`config.mk`:
```
export PLATFORM = sky130hd
export DESIGN_NAME = dbgn_nibble_fifo
export DESIGN_NICKNAME = d
export VERILOG_FILES = /design/src/rtl/dbgn_pkg.sv /design/src/rtl/dbgn_slot_ring.sv /design/src/rtl/dbgn_nib_ser.sv /design/src/rtl/dbgn_flow.sv /design/src/rtl/dbgn_nibble_fifo.sv
export SDC_FILE = /design/constraint.sdc
export NUM_CORES = 1
export LEC_CHECK = 0
export BUFFER_PORTS_ARGS = -buffer_cell sky130_fd_sc_hd__buf_4
export CORE_ASPECT_RATIO = 1.2
export CORE_MARGIN = 5
export CORE_UTILIZATION = 37
export DETAILED_ROUTE_END_ITERATION = 10
export GPL_TIMING_DRIVEN = 0
export PLACE_DENSITY = 0.58
export SLEW_MARGIN = 20
export SYNTH_ARGS = -nofsm -noshare
export SYNTH_HDL_FRONTEND = slang
export SYNTH_SLANG_ARGS = --single-unit
```
`constraint.sdc`:
```
create_clock -name clk -period 2.1 [get_ports clk]
set_input_delay 0.105 -clock clk [delete_from_list [all_inputs] [get_ports clk]]
set_output_delay 0.105 -clock clk [all_outputs]
set_load 0.005 [all_outputs]
```
`src/rtl/dbgn_pkg.sv`:
```
package dbgn_pkg;

  typedef enum logic [1:0] {
    SZ_BYTE  = 2'd0,
    SZ_WORD  = 2'd1,
    SZ_LONG  = 2'd2,
    SZ_LONG2 = 2'd3
  } dbgn_size_e;

  // Number of nibbles an item of a given size spends on the port.
  function automatic int unsigned nib_count(input logic [1:0] sz,
                                            input int unsigned nib_w,
                                            input int unsigned data_w);
    case (sz)
      2'd0:    return 8 / nib_w;
      2'd1:    return 16 / nib_w;
      default: return data_w / nib_w;
    endcase
  endfunction

endpackage

```
`src/rtl/dbgn_slot_ring.sv`:
```
module dbgn_slot_ring #(
  parameter int DATA_W = 32,
  parameter int DEPTH  = 2,
  localparam int PTR_W = (DEPTH > 1) ? $clog2(DEPTH) : 1,
  localparam int CNT_W = $clog2(DEPTH + 1)
) (
  input  logic              clk,
  input  logic              rst_n,
  input  logic              wr_en,
  input  logic [DATA_W-1:0] wr_data,
  input  logic [1:0]        wr_size,
  input  logic              rd_en,
  output logic [DATA_W-1:0] head_data,
  output logic [1:0]        head_size,
  output logic [CNT_W-1:0]  count
);

  logic [DATA_W-1:0] slot_data [DEPTH];
  logic [1:0]        slot_size [DEPTH];
  logic [PTR_W-1:0]  wr_ptr, rd_ptr;

  function automatic logic [PTR_W-1:0] ptr_next(input logic [PTR_W-1:0] p);
    return (p == PTR_W'(DEPTH - 1)) ? '0 : p + 1'b1;
  endfunction

  for (genvar g = 0; g < DEPTH; g++) begin : g_slot
    always_ff @(posedge clk or negedge rst_n) begin
      if (!rst_n) begin
        slot_data[g] <= '0;
        slot_size[g] <= '0;
      end else if (wr_en && (wr_ptr == PTR_W'(g))) begin
        slot_data[g] <= wr_data;
        slot_size[g] <= wr_size;
      end
    end
  end

  always_ff @(posedge clk or negedge rst_n) begin
    if (!rst_n) begin
      wr_ptr <= '0;
      rd_ptr <= '0;
      count  <= '0;
    end else begin
      if (wr_en) wr_ptr <= ptr_next(wr_ptr);
      if (rd_en) rd_ptr <= ptr_next(rd_ptr);
      case ({wr_en, rd_en})
        2'b10:   count <= count + 1'b1;
        2'b01:   count <= count - 1'b1;
        default: count <= count;
      endcase
    end
  end

  assign head_data = slot_data[rd_ptr];
  assign head_size = slot_size[rd_ptr];

endmodule

```
`src/rtl/dbgn_nib_ser.sv`:
```
module dbgn_nib_ser
  import dbgn_pkg::*;
#(
  parameter int DATA_W = 32,
  parameter int NIB_W  = 4,
  localparam int MAX_NIB = DATA_W / NIB_W,
  localparam int IDX_W   = (MAX_NIB > 1) ? $clog2(MAX_NIB) : 1
) (
  input  logic              clk,
  input  logic              rst_n,
  input  logic              head_valid,
  input  logic [DATA_W-1:0] head_data,
  input  logic [1:0]        head_size,
  output logic [NIB_W-1:0]  nib_data,
  output logic              nib_valid,
  output logic              last,
  output logic [IDX_W-1:0]  idx
);

  logic [IDX_W:0]      nnib;
  logic [DATA_W-1:0]   shifted;

  always_comb begin
    nnib    = (IDX_W + 1)'(nib_count(head_size, NIB_W, DATA_W));
    shifted = head_data >> (32'(idx) * NIB_W);
  end

  assign nib_valid = head_valid;
  assign last      = head_valid && ({1'b0, idx} == (nnib - 1'b1));
  assign nib_data  = head_valid ? shifted[NIB_W-1:0] : '0;

  always_ff @(posedge clk or negedge rst_n) begin
    if (!rst_n)          idx <= '0;
    else if (last)       idx <= '0;
    else if (head_valid) idx <= idx + 1'b1;
  end

endmodule

```
`src/rtl/dbgn_flow.sv`:
```
module dbgn_flow #(
  parameter int DEPTH = 2,
  localparam int CNT_W = $clog2(DEPTH + 1)
) (
  input  logic             push_valid,
  input  logic [CNT_W-1:0] count,
  input  logic             last,
  output logic             push_ready,
  output logic             stall,
  output logic             wr_en
);

  logic full;

  assign full       = (count == CNT_W'(DEPTH));
  assign push_ready = !full || last;
  assign stall      = push_valid && !push_ready;
  assign wr_en      = push_valid && push_ready;

endmodule

```
`src/rtl/dbgn_nibble_fifo.sv`:
```
module dbgn_nibble_fifo #(
  parameter int DATA_W = 32,
  parameter int NIB_W  = 4,
  parameter int DEPTH  = 2,
  localparam int CNT_W   = $clog2(DEPTH + 1),
  localparam int MAX_NIB = DATA_W / NIB_W,
  localparam int IDX_W   = (MAX_NIB > 1) ? $clog2(MAX_NIB) : 1
) (
  input  logic              clk,
  input  logic              rst_n,
  input  logic              push_valid,
  output logic              push_ready,
  input  logic [DATA_W-1:0] push_data,
  input  logic [1:0]        push_size,
  output logic              stall,
  output logic [NIB_W-1:0]  nib_data,
  output logic              nib_valid
);

  logic              wr_en;
  logic              last;
  logic [CNT_W-1:0]  occ;
  logic [DATA_W-1:0] head_data;
  logic [1:0]        head_size;
  logic [IDX_W-1:0]  idx;

  dbgn_slot_ring #(.DATA_W(DATA_W), .DEPTH(DEPTH)) ring_i (
    .clk       (clk),
    .rst_n     (rst_n),
    .wr_en     (wr_en),
    .wr_data   (push_data),
    .wr_size   (push_size),
    .rd_en     (last),
    .head_data (head_data),
    .head_size (head_size),
    .count     (occ)
  );

  dbgn_nib_ser #(.DATA_W(DATA_W), .NIB_W(NIB_W)) ser_i (
    .clk        (clk),
    .rst_n      (rst_n),
    .head_valid (occ != '0),
    .head_data  (head_data),
    .head_size  (head_size),
    .nib_data   (nib_data),
    .nib_valid  (nib_valid),
    .last       (last),
    .idx        (idx)
  );

  dbgn_flow #(.DEPTH(DEPTH)) flow_i (
    .push_valid (push_valid),
    .count      (occ),
    .last       (last),
    .push_ready (push_ready),
    .stall      (stall),
    .wr_en      (wr_en)
  );

endmodule

```
* Word-level counts from Yosys, hierarchy flattened *
Index checks and enable logic that the tools add are counted.

cells by class
  add/sub/neg operators = 6
  magnitude comparators = 1
  eq/ne operators = 5
  shift operators = 1
  muxes and demuxes = 13
  bitwise logic cells = 2
  reduce and logical (&&, ||, !) cells = 12

operators with widths
  cell                                                                   count
  32-bit 2-to-1 mux                                                      3
  32-bit by 5-bit right shift with 4-bit output                          1
  4-bit case mux with 2 select lines                                     1
  2-bit 2-to-1 mux                                                       3
  3-bit 2-to-1 mux                                                       2
  2-bit nonzero test                                                     3
  1-bit logical AND                                                      5
  2-bit by 1-bit equality test with 1-bit output, second input constant  2
  2-bit equality test, second input constant                             2
  3-bit by 4-bit equality test with 1-bit output                         1
  4-bit 2-to-1 mux                                                       1
  2-bit case mux with 2 select lines                                     1
  4-bit by 1-bit subtractor with 4-bit output, second input constant     1
  3-bit by 1-bit adder with 3-bit output, second input constant          1
  1-bit adder, second input constant                                     2
  2-bit by 1-bit adder with 2-bit output, second input constant          1
  2-bit >= comparator, second input constant                             1
  1-bit zero test                                                        2
  2-bit zero test                                                        1
  1-bit 2-to-1 mux                                                       2
  1-bit inverter with 2-bit output                                       1
  2-bit by 1-bit subtractor with 2-bit output, second input constant     1
  1-bit logical OR                                                       1
  1-bit inverter                                                         1

storage, ports and cells
  bits in registers = 75
  bits of input ports = 37
  output and inout bits = 7
  word-level logic and storage cells = 48

* Longest topological paths before layout *
Gate-level depths: netlist of the first run.

  word-level depth = 13
  gate-level depth with buffers = 8
  mapped depth without buffers = 4

* Modules after synthesis *
A second synthesis of the first run with hierarchy kept.

second synthesis, totals
  cells, all modules = 244
  area total of the unflattened synthesis = 3679.8 µm²

by module, submodules not included
  module            times used  cells an instance  area each (µm²)  seq. area each (µm²)
  dbgn_slot_ring    1           194                3160.5           1801.7
  dbgn_nib_ser      1           45                 484.2            75.1
  dbgn_flow         1           4                  28.8             0.0
  dbgn_nibble_fifo  1           1                  6.3              0.0

* Worst setup path after synthesis of the first run *
OpenSTA, ideal clock, no wires.

  path kind = flip-flop to flip-flop
  start point = reg ring_i.slot_size[1] (netlist bit)
  end point = reg ring_i.slot_data[16] (netlist bit)
  library setup time = 0.142 ns
  data arrival time = 1.710 ns
  data required time = 1.958 ns
  slack = 0.248 ns
  cell stages (with the launch flop) = 7
  buffers on the path = 2
  period minus slack after synthesis = 1.852 ns
  path through = dfrtp_1 mux2i_1 mux2i_1 o31a_1 buf_6 buf_12 o211ai_2

on the way
  word-level cells in the longest chain between the ends = 11
  elaborated cells between the ends (all ways) = 12
  classes of those cells = add/sub (1); eq/ne (2); mux (4); reduce/logical (5)

ends and longest elaborated chain
  element                                                                                   line                  text
  start, declared                                                                           dbgn_slot_ring.sv:19  logic [1:0] slot_size [DEPTH];
  start signal, assigned by index                                                           dbgn_slot_ring.sv:33  slot_size[g] <= wr_size;
  2-bit 2-to-1 mux (implied by the code) * (3 in series)                                    dbgn_slot_ring.sv:55  assign head_size = slot_size[rd_ptr];
  2-bit by 1-bit equality test with 1-bit output / 2-bit zero test (equally long branches)  dbgn_pkg.sv:14        case (sz)
  4-bit case mux with 2 select lines *                                                      dbgn_pkg.sv:14
  4-bit by 1-bit subtractor with 4-bit output *                                             dbgn_nib_ser.sv:29    assign last = head_valid && ({1'b0, idx} == (nnib - 1'b1));
  3-bit by 4-bit equality test with 1-bit output *                                          dbgn_nib_ser.sv:29
  1-bit logical AND *                                                                       dbgn_nib_ser.sv:29
  1-bit logical OR *                                                                        dbgn_flow.sv:16       assign push_ready = !full || last;
  1-bit logical AND *                                                                       dbgn_flow.sv:18       assign wr_en = push_valid && push_ready;
  1-bit logical AND *                                                                       dbgn_slot_ring.sv:31  end else if (wr_en && (wr_ptr == PTR_W'(g))) begin
  end signal, assigned by index                                                             dbgn_slot_ring.sv:32  slot_data[g] <= wr_data;
  end, declared                                                                             dbgn_slot_ring.sv:18  logic [DATA_W-1:0] slot_data [DEPTH];

Every way passes the cells marked *; elsewhere a longest branch is shown, timed or not. The select of a mux whose other input is x is not followed.
A chain may end at the register's enable or synchronous reset.

* Worst setup path after layout of the first run *
  start point = reg ring_i.rd_ptr
  end point = out nib_data[2]

on the way
  word-level cells in the longest chain between the ends = 6

ends and longest elaborated chain
  element                                                 line                    text
  start, declared                                         dbgn_slot_ring.sv:20    logic [PTR_W-1:0] wr_ptr, rd_ptr;
  start signal, assigned                                  dbgn_slot_ring.sv:45    if (rd_en) rd_ptr <= ptr_next(rd_ptr);
  1-bit inverter with 2-bit output (implied by the code)  dbgn_slot_ring.sv:54    assign head_data = slot_data[rd_ptr];
  32-bit 2-to-1 mux (implied by the code) (3 in series)   dbgn_slot_ring.sv:54
  32-bit by 5-bit right shift with 4-bit output           dbgn_nib_ser.sv:25      shifted = head_data >> (32'(idx) * NIB_W);
  4-bit 2-to-1 mux                                        dbgn_nib_ser.sv:30      assign nib_data = head_valid ? shifted[NIB_W-1:0] : '0;
  end, declared                                           dbgn_nibble_fifo.sv:16  output logic [NIB_W-1:0] nib_data,

No other way between the ends. The select of a mux whose other input is x is not followed.

==> out/qor.yml, run 1 <==
reg2reg_depth: 10
synth_top_cell_by_area: "dfrtp_1"
synth_xor_area_share_pct: 0.341
antenna_found_initial: 0
fin_crit_ns: 2.17
finalMaxSlewViolations: 0
synth_top_family_by_area: "compound AO/OA/AOI/OAI gates"
die-height_um: 139
hold_class: "input pin to flop"
synthMuxAreaShare_pct: 9.62
postPlaceCellArea_mm2: 0.00568
violations: "negative setup slack"
syn_avg_cell_area_um2: 10.5
clock_sinks: 75
io_buffers: 43
ys_top_cells_by_area: "dfrtp_1 37%, o211ai_2 17%, o311ai_0 12%"
grt_max_degree: 76
core_mm2: 0.0137
ios: 44
whs_ns: 0.0450
h-tree-depth: 3
setup_tns_ns: -0.238
first_global_vias: 4745
yosysSeqAreaShare_pct: 36.5
initialDrtViolationCount: 413
critPathRequiredTime_ns: 2.00
hold_start: "push_data[19]"
netlist.area_leader.share_pct: 36.5
status: "finished, violations left"
clock_latency_ns: 0.34
antenna_left: 0
cts_tree: "done"
synth_cells: 488
root_buffer: "clkbuf_16"
gp_congestion: 0.870
routed_wl_mm: 17.5
p_leak_uw: 0.00244
worstHoldPathCells: 3
synth_edf_count: 0
start_kind: "flop"
via_per_inst: 6.49
initial_utilization_pct: 37.5
cts_made_buffers: 9
place.detailed.hpwl_mm: 11.6
diodes: 0
netlist-cell-type-count: 41
cp.arrival_ns: 2.06
syn_to_final_growth_pct: 26.5
syn_area_mm2: 0.00514
instances_no_fill: 738
yosys.area_share.simple_pct: 7.72
worst_setup_path_end_kind: "output pin"
post_synth_most_frequent_cells: "75 x dfrtp_1, 73 x nand2_1, 70 x o311ai_0"
finish.instance_area_mm2: 0.00650
nets: 600
hold_path_end: "ring_i.slot_data[19]$_DFFE_PN0P_"
max_slew_margin_pct: 49.1
synth_fa_ha_area_share_pct: 0.243
p_per_area_mw_per_mm2: 1960
ys.flop_type: "dfrtp_1"
synth_compound_area_share_pct: 37.8
grt.overflow.total: 0
fin_skew_ns: 0.00557
yosysWarnings: 0
grt_pass1_wl_mm: 26.8
async_flop_share_pct: 100
drc: 0
clkSlewWorstSetupHoldPaths_ns: 0.06
synth_seq_cells: 75
hold_violations: 0
synth_most_common_cell: "dfrtp_1"
routedWlPerCell_um: 23.7
drive_above_1_share_pct: 41.4
dieArea_mm2: 0.0164
syn_nets: 526
fill_cells: 1291
num_rows: 47
rrSetupSlack_ns: 0.02
fp.dieW_um: 118
worst_pin_slew_ns: 0.764
setup_viol: 6
r2r-start: "ring_i.rd_ptr$_DFFE_PN0P_"
cap_violations: 0
drt_pass1_iterations: 5
crit_path_max_fanout: 10
track_usage_pct: 20.5
vias: 4791
irDropWorstVdd_mv: 0.670
clk_path_buf_depth: 2
r2r_end: "ring_i.slot_data[26]$_DFFE_PN0P_"
fmax_mhz: 461
setup_slack_ns: -0.0670
layout_worst_path_cycle_share_pct: 103
rsz0062_at_grt: "yes"
dpl.cell_count: 702
fin_util_pct: 47.5
crit_type: "flop to output pin"
worst max path at each step:
stage	from	end	cells after the start
final	ring_i.rd_ptr$_DFFE_PN0P_	nib_data[2]	6
after global routing	ring_i.rd_ptr$_DFFE_PN0P_	nib_data[0]	6
after CTS	ring_i.rd_ptr$_DFFE_PN0P_	nib_data[0]	6
after detailed placement	ring_i.slot_size[1]$_DFFE_PN0P_	ring_i.slot_data[59]$_DFFE_PN0P_	5
after global placement	ring_i.slot_size[1]$_DFFE_PN0P_	push_ready	7
after floorplan	ring_i.slot_size[1]$_DFFE_PN0P_	ring_i.slot_data[16]$_DFFE_PN0P_	6
cell type report:
type                    instances  area [um2]  share of cell area, %
well taps                     171         214                   3.29
repair buffers                 65         598                   9.20
flip-flops and latches         75        1880                   28.9
clock buffers                  15         288                   4.42
plain buffers                  61         418                   6.43
multi-input cells             344        3080                   47.3
inverters                       6        25.0                  0.385
clock inverters                 1        5.00                 0.0770
placed cells by master (no fill, tap or decap), types with 2 or more instances in the layout:
cell and n:
nand2_1 73, nor2_2 3, clkbuf_16 13, nand3_1 2
o311ai_1 55, o21ai_0 69, buf_12 9, clkbuf_2 12
buf_6 8, o22ai_2 4, clkbuf_1 34, mux2i_2 3
and2_1 2, mux2i_4 5, inv_1 4, dfrtp_1 73
dfrtp_2 2, buf_4 53, mux2i_1 2, o211ai_2 69
a31o_2 2, clkbuf_8 4, mux4_2 15, nor3_4 2
o311ai_2 14, buf_8 2, buf_2 4
power breakdown:
| group | switching, uW | total [uW] | internal, uW |
|---|---|---|---|
| logic | 4530 | 8170 | 3640 |
| registers | 804 | 3040 | 2240 |
| clock network | 621 | 1550 | 930 |
| total | 5950 | 12800 | 6810 |
registers in the layout (all words and copies together) (netlist names):
signal / count
ring_i.count: 2
ring_i.rd_ptr: 1
ring_i.slot_data: 64
ring_i.slot_size: 4
ring_i.wr_ptr: 1
ser_i.idx: 3
worst max-delay path, stage by stage, from the launching register on:
cell and delay (ns):
dfrtp_1 0.36, buf_6 0.17, buf_12 0.16, mux4_2 0.53, mux2i_2 0.20, o22ai_2 0.14, buf_4 0.15
through the flow:
| stage | total power [uW] | worst slack (ns) |
|---|---|---|
| 2_1_floorplan | 7310 | 0.248 |
| 3_3_place_gp | 9130 | -0.578 |
| 3_5_place_dp | 9340 | -0.354 |
| 4_1_cts | 11800 | -0.0538 |
| 5_1_grt | 13400 | -0.0954 |
| 6_report | 12800 | -0.0670 |
layer usage:
layer | GRT usage, % | share of wire [%]
met5 | 0 | 0
met4 | 9.66 | 3.1
met3 | 1.55 | 5.4
met2 | 34.9 | 51
met1 | 26.3 | 40
cells by family after synthesis:
logic type / count (synthesis)
XOR/XNOR: 2
multiplexers: 27
flip-flops: 75
AO/OA/AOI/OAI: 223
buffers and inverters: 69
AND/OR/NAND/NOR: 91
adder cells (fa/ha/maj): 1
timing repair:
action / CTS / global route
hold endpoints to repair: 57 / 0
cloned: 0 / 4
setup buffers: 15 / 2
gates resized for setup: 63 / 90
hold buffers: 1 / 0
setup endpoints to repair: 77 / 73
pin swaps: 9 / 36
No activity file was read; power rests on OpenSTA's default activity.
==> inputs of run 2 (changes only) <==
--- a/config.mk
+++ b/config.mk
@@ -6,12 +6,14 @@
 export NUM_CORES = 1
 export LEC_CHECK = 0
 export BUFFER_PORTS_ARGS = -buffer_cell sky130_fd_sc_hd__buf_4
+export CELL_PAD_IN_SITES_DETAIL_PLACEMENT = 0
+export CELL_PAD_IN_SITES_GLOBAL_PLACEMENT = 2
 export CORE_ASPECT_RATIO = 1.2
 export CORE_MARGIN = 5
 export CORE_UTILIZATION = 37
 export DETAILED_ROUTE_END_ITERATION = 10
 export GPL_TIMING_DRIVEN = 0
-export PLACE_DENSITY = 0.58
+export PLACE_DENSITY = 0.8
 export SLEW_MARGIN = 20
 export SYNTH_ARGS = -nofsm -noshare
 export SYNTH_HDL_FRONTEND = slang
==> run 2 against run 1 <==
The run still ends with negative setup slack left. Critical path depth grew 3. Sequential share of layout area is 1.1 points lower. Clock-buffer cell count decreased by 2. Clock skew grew 0.0035 ns. Final cell count down 0.41%. Critical endpoint is now push_ready. Largest power group unchanged.
==> out/qor.yml, run 2 (synthesis gave the netlist of run 1 again) <==
cp.arrival_ns: 2.08
critPathMaxStageDelay_ns: 0.44
violations: "negative setup slack"
rsz0062_at_grt: "yes"
drive_above_1_share_pct: 50.0
cap_violations: 0
diodes: 0
p_leak_uw: 0.00246
p_comb_share_pct: 65.6
dieArea_mm2: 0.0164
gp_congestion: 0.829
top_regs: "ring_i.slot_data x64, ring_i.slot_size x4, ser_i.idx x3"
fin_skew_ns: 0.00911
r2r_end: "ring_i.slot_size[1]$_DFFE_PN0P_"
seqPwrFrac_pct: 23.5
cts_made_buffers: 9
worstHoldPathCells: 3
initialDrtViolationCount: 327
place.detailed.hpwl_mm: 11.5
vias: 4687
fp.dieW_um: 118
clock_sinks: 75
setup_slack_ns: -0.0803
setup_viol: 7
layout_worst_path_cycle_share_pct: 104
hold_violations: 0
critPathRequiredTime_ns: 2.00
regMostFlops: "ring_i.slot_data"
clkSlewWorstSetupHoldPaths_ns: 0.06
worst_setup_path_end_kind: "output pin"
grt.overflow.total: 0
p_sw_share_pct: 48.3
track_usage_pct: 21.1
num_rows: 47
clock_latency_ns: 0.35
grt_busiest_layer: "met2"
crit_path_cell_trace: "buf_8 > nor3b_4 > o21a_1 > buf_6 > o31a_1 > buf_12 > buf_12 > inv_4 > buf_6"
clkPwrFrac_pct: 10.9
fmax_mhz: 459
io_buffers: 43
die-height_um: 139
worst_pin_slew_ns: 0.759
crit_path_max_fanout: 6
postPlaceCellArea_mm2: 0.00568
drc: 0
crit_type: "flop to output pin"
ios: 44
cpMaxStageDelayCell: "dfrtp_2"
layout_common_cells: "73 x nand2_1, 73 x dfrtp_1, 69 x o21ai_0, 69 x o211ai_2, 56 x o311ai_2"
core_mm2: 0.0137
status: "finished, violations left"
nets: 600
fin_crit_ns: 2.18
grt_pass1_wl_mm: 27.2
whs_ns: 0.0414
largest_reg_flops: 64
initial_utilization_pct: 37.5
drt_pass1_iterations: 5
routedWlPerCell_um: 24.2
first_global_vias: 4727
rrSetupSlack_ns: -0.03
irDropWorstVdd_mv: 0.870
p_per_area_mw_per_mm2: 1930
intPower_uw: 6750
antenna_left: 0
grt_max_degree: 76
r2r-start: "ring_i.rd_ptr$_DFFE_PN0P_"
root_buffer: "clkbuf_16"
hold_start: "push_data[30]"
routed_wl_mm: 17.8
reg2reg_depth: 7
clk_path_buf_depth: 2
netSwitchingPower_uw: 6320
cts_tree: "done"
hold_path_end: "ring_i.slot_data[30]$_DFFE_PN0P_"
antenna_found_initial: 0
via_per_inst: 6.38
hold_class: "input pin to flop"
grt_util_met3_pct: 3.59
use_met1_pct: 28.3
finish.instance_area_mm2: 0.00677
grtUsageMet2_pct: 34.2
start_kind: "flop"
finalMaxSlewViolations: 0
h-tree-depth: 3
max_slew_margin_pct: 49.4
syn_to_final_growth_pct: 31.6
run 2: what timing repair did:
action	in CTS	in global routing
gates cloned	2	0
hold buffers	1	0
setup endpoints to repair	77	74
gates resized for setup	117	116
pin swaps	9	2
hold endpoints to repair	30	0
buffers inserted	17	2
run 2: power groups by stage:
stage	Clock (uW)	Combinational [uW]	Sequential [uW]
after floorplan	0	4720	2600
after global placement	0	6360	2860
after detailed placement	0	6470	2890
after CTS	1440	7710	2940
after global routing	1480	9120	3160
final	1430	8570	3070
run 2: per-layer routing:
metal,share of wire (%),vias up
met5,0,-
met4,2.6,0
met3,4.7,33
met2,50,137
met1,43,2420
li1,-,2097
run 2: cell type report:
cell class,instances,area (um2)
Timing Repair Buffer,63,518
Fill cell,1277,6940
Tap cell,171,214
Multi-Input combinational cell,344,3420
Inverter,6,25.0
Buffer,63,455
Clock buffer,13,250
Sequential cell,75,1880
run 2: how the worst max path moves through the flow:
stage          cells after the start                             from  slack [ns]                                to
4_1_cts                            9        ring_i.rd_ptr$_DFFE_PN0P_       -0.08                        push_ready
2_1_floorplan                      6  ring_i.slot_size[1]$_DFFE_PN0P_        0.25  ring_i.slot_data[16]$_DFFE_PN0P_
6_report                           9        ring_i.rd_ptr$_DFFE_PN0P_       -0.08                        push_ready
5_1_grt                            9        ring_i.rd_ptr$_DFFE_PN0P_       -0.11                        push_ready
3_5_place_dp                       7  ring_i.slot_size[1]$_DFFE_PN0P_       -0.54                        push_ready
3_3_place_gp                       7  ring_i.slot_size[1]$_DFFE_PN0P_       -0.44                        push_ready
run 2: through the flow:
stage / cells / TNS (ns) / total power (uW) / setup WS [ns] / util [%]
floorplan: 488 / 0 / 7310 / 0.248 / -
global placement: 702 / -31.09 / 9220 / -0.445 / 41.4
detailed placement: 702 / -38.24 / 9360 / -0.540 / 41.4
CTS: 735 / -0.684 / 12100 / -0.0822 / 46.0
global route: 735 / -0.715 / 13800 / -0.114 / 49.4
finish: 735 / -0.358 / 13100 / -0.0803 / 49.4
run 2: critical path: cells and delay by family (launching register included):
kind	cells	cell delay (ns)
buffers and inverters	6	0.68
AOI/OAI and AO/OA	2	0.46
DFF	1	0.44
and+or+nand+nor	1	0.15
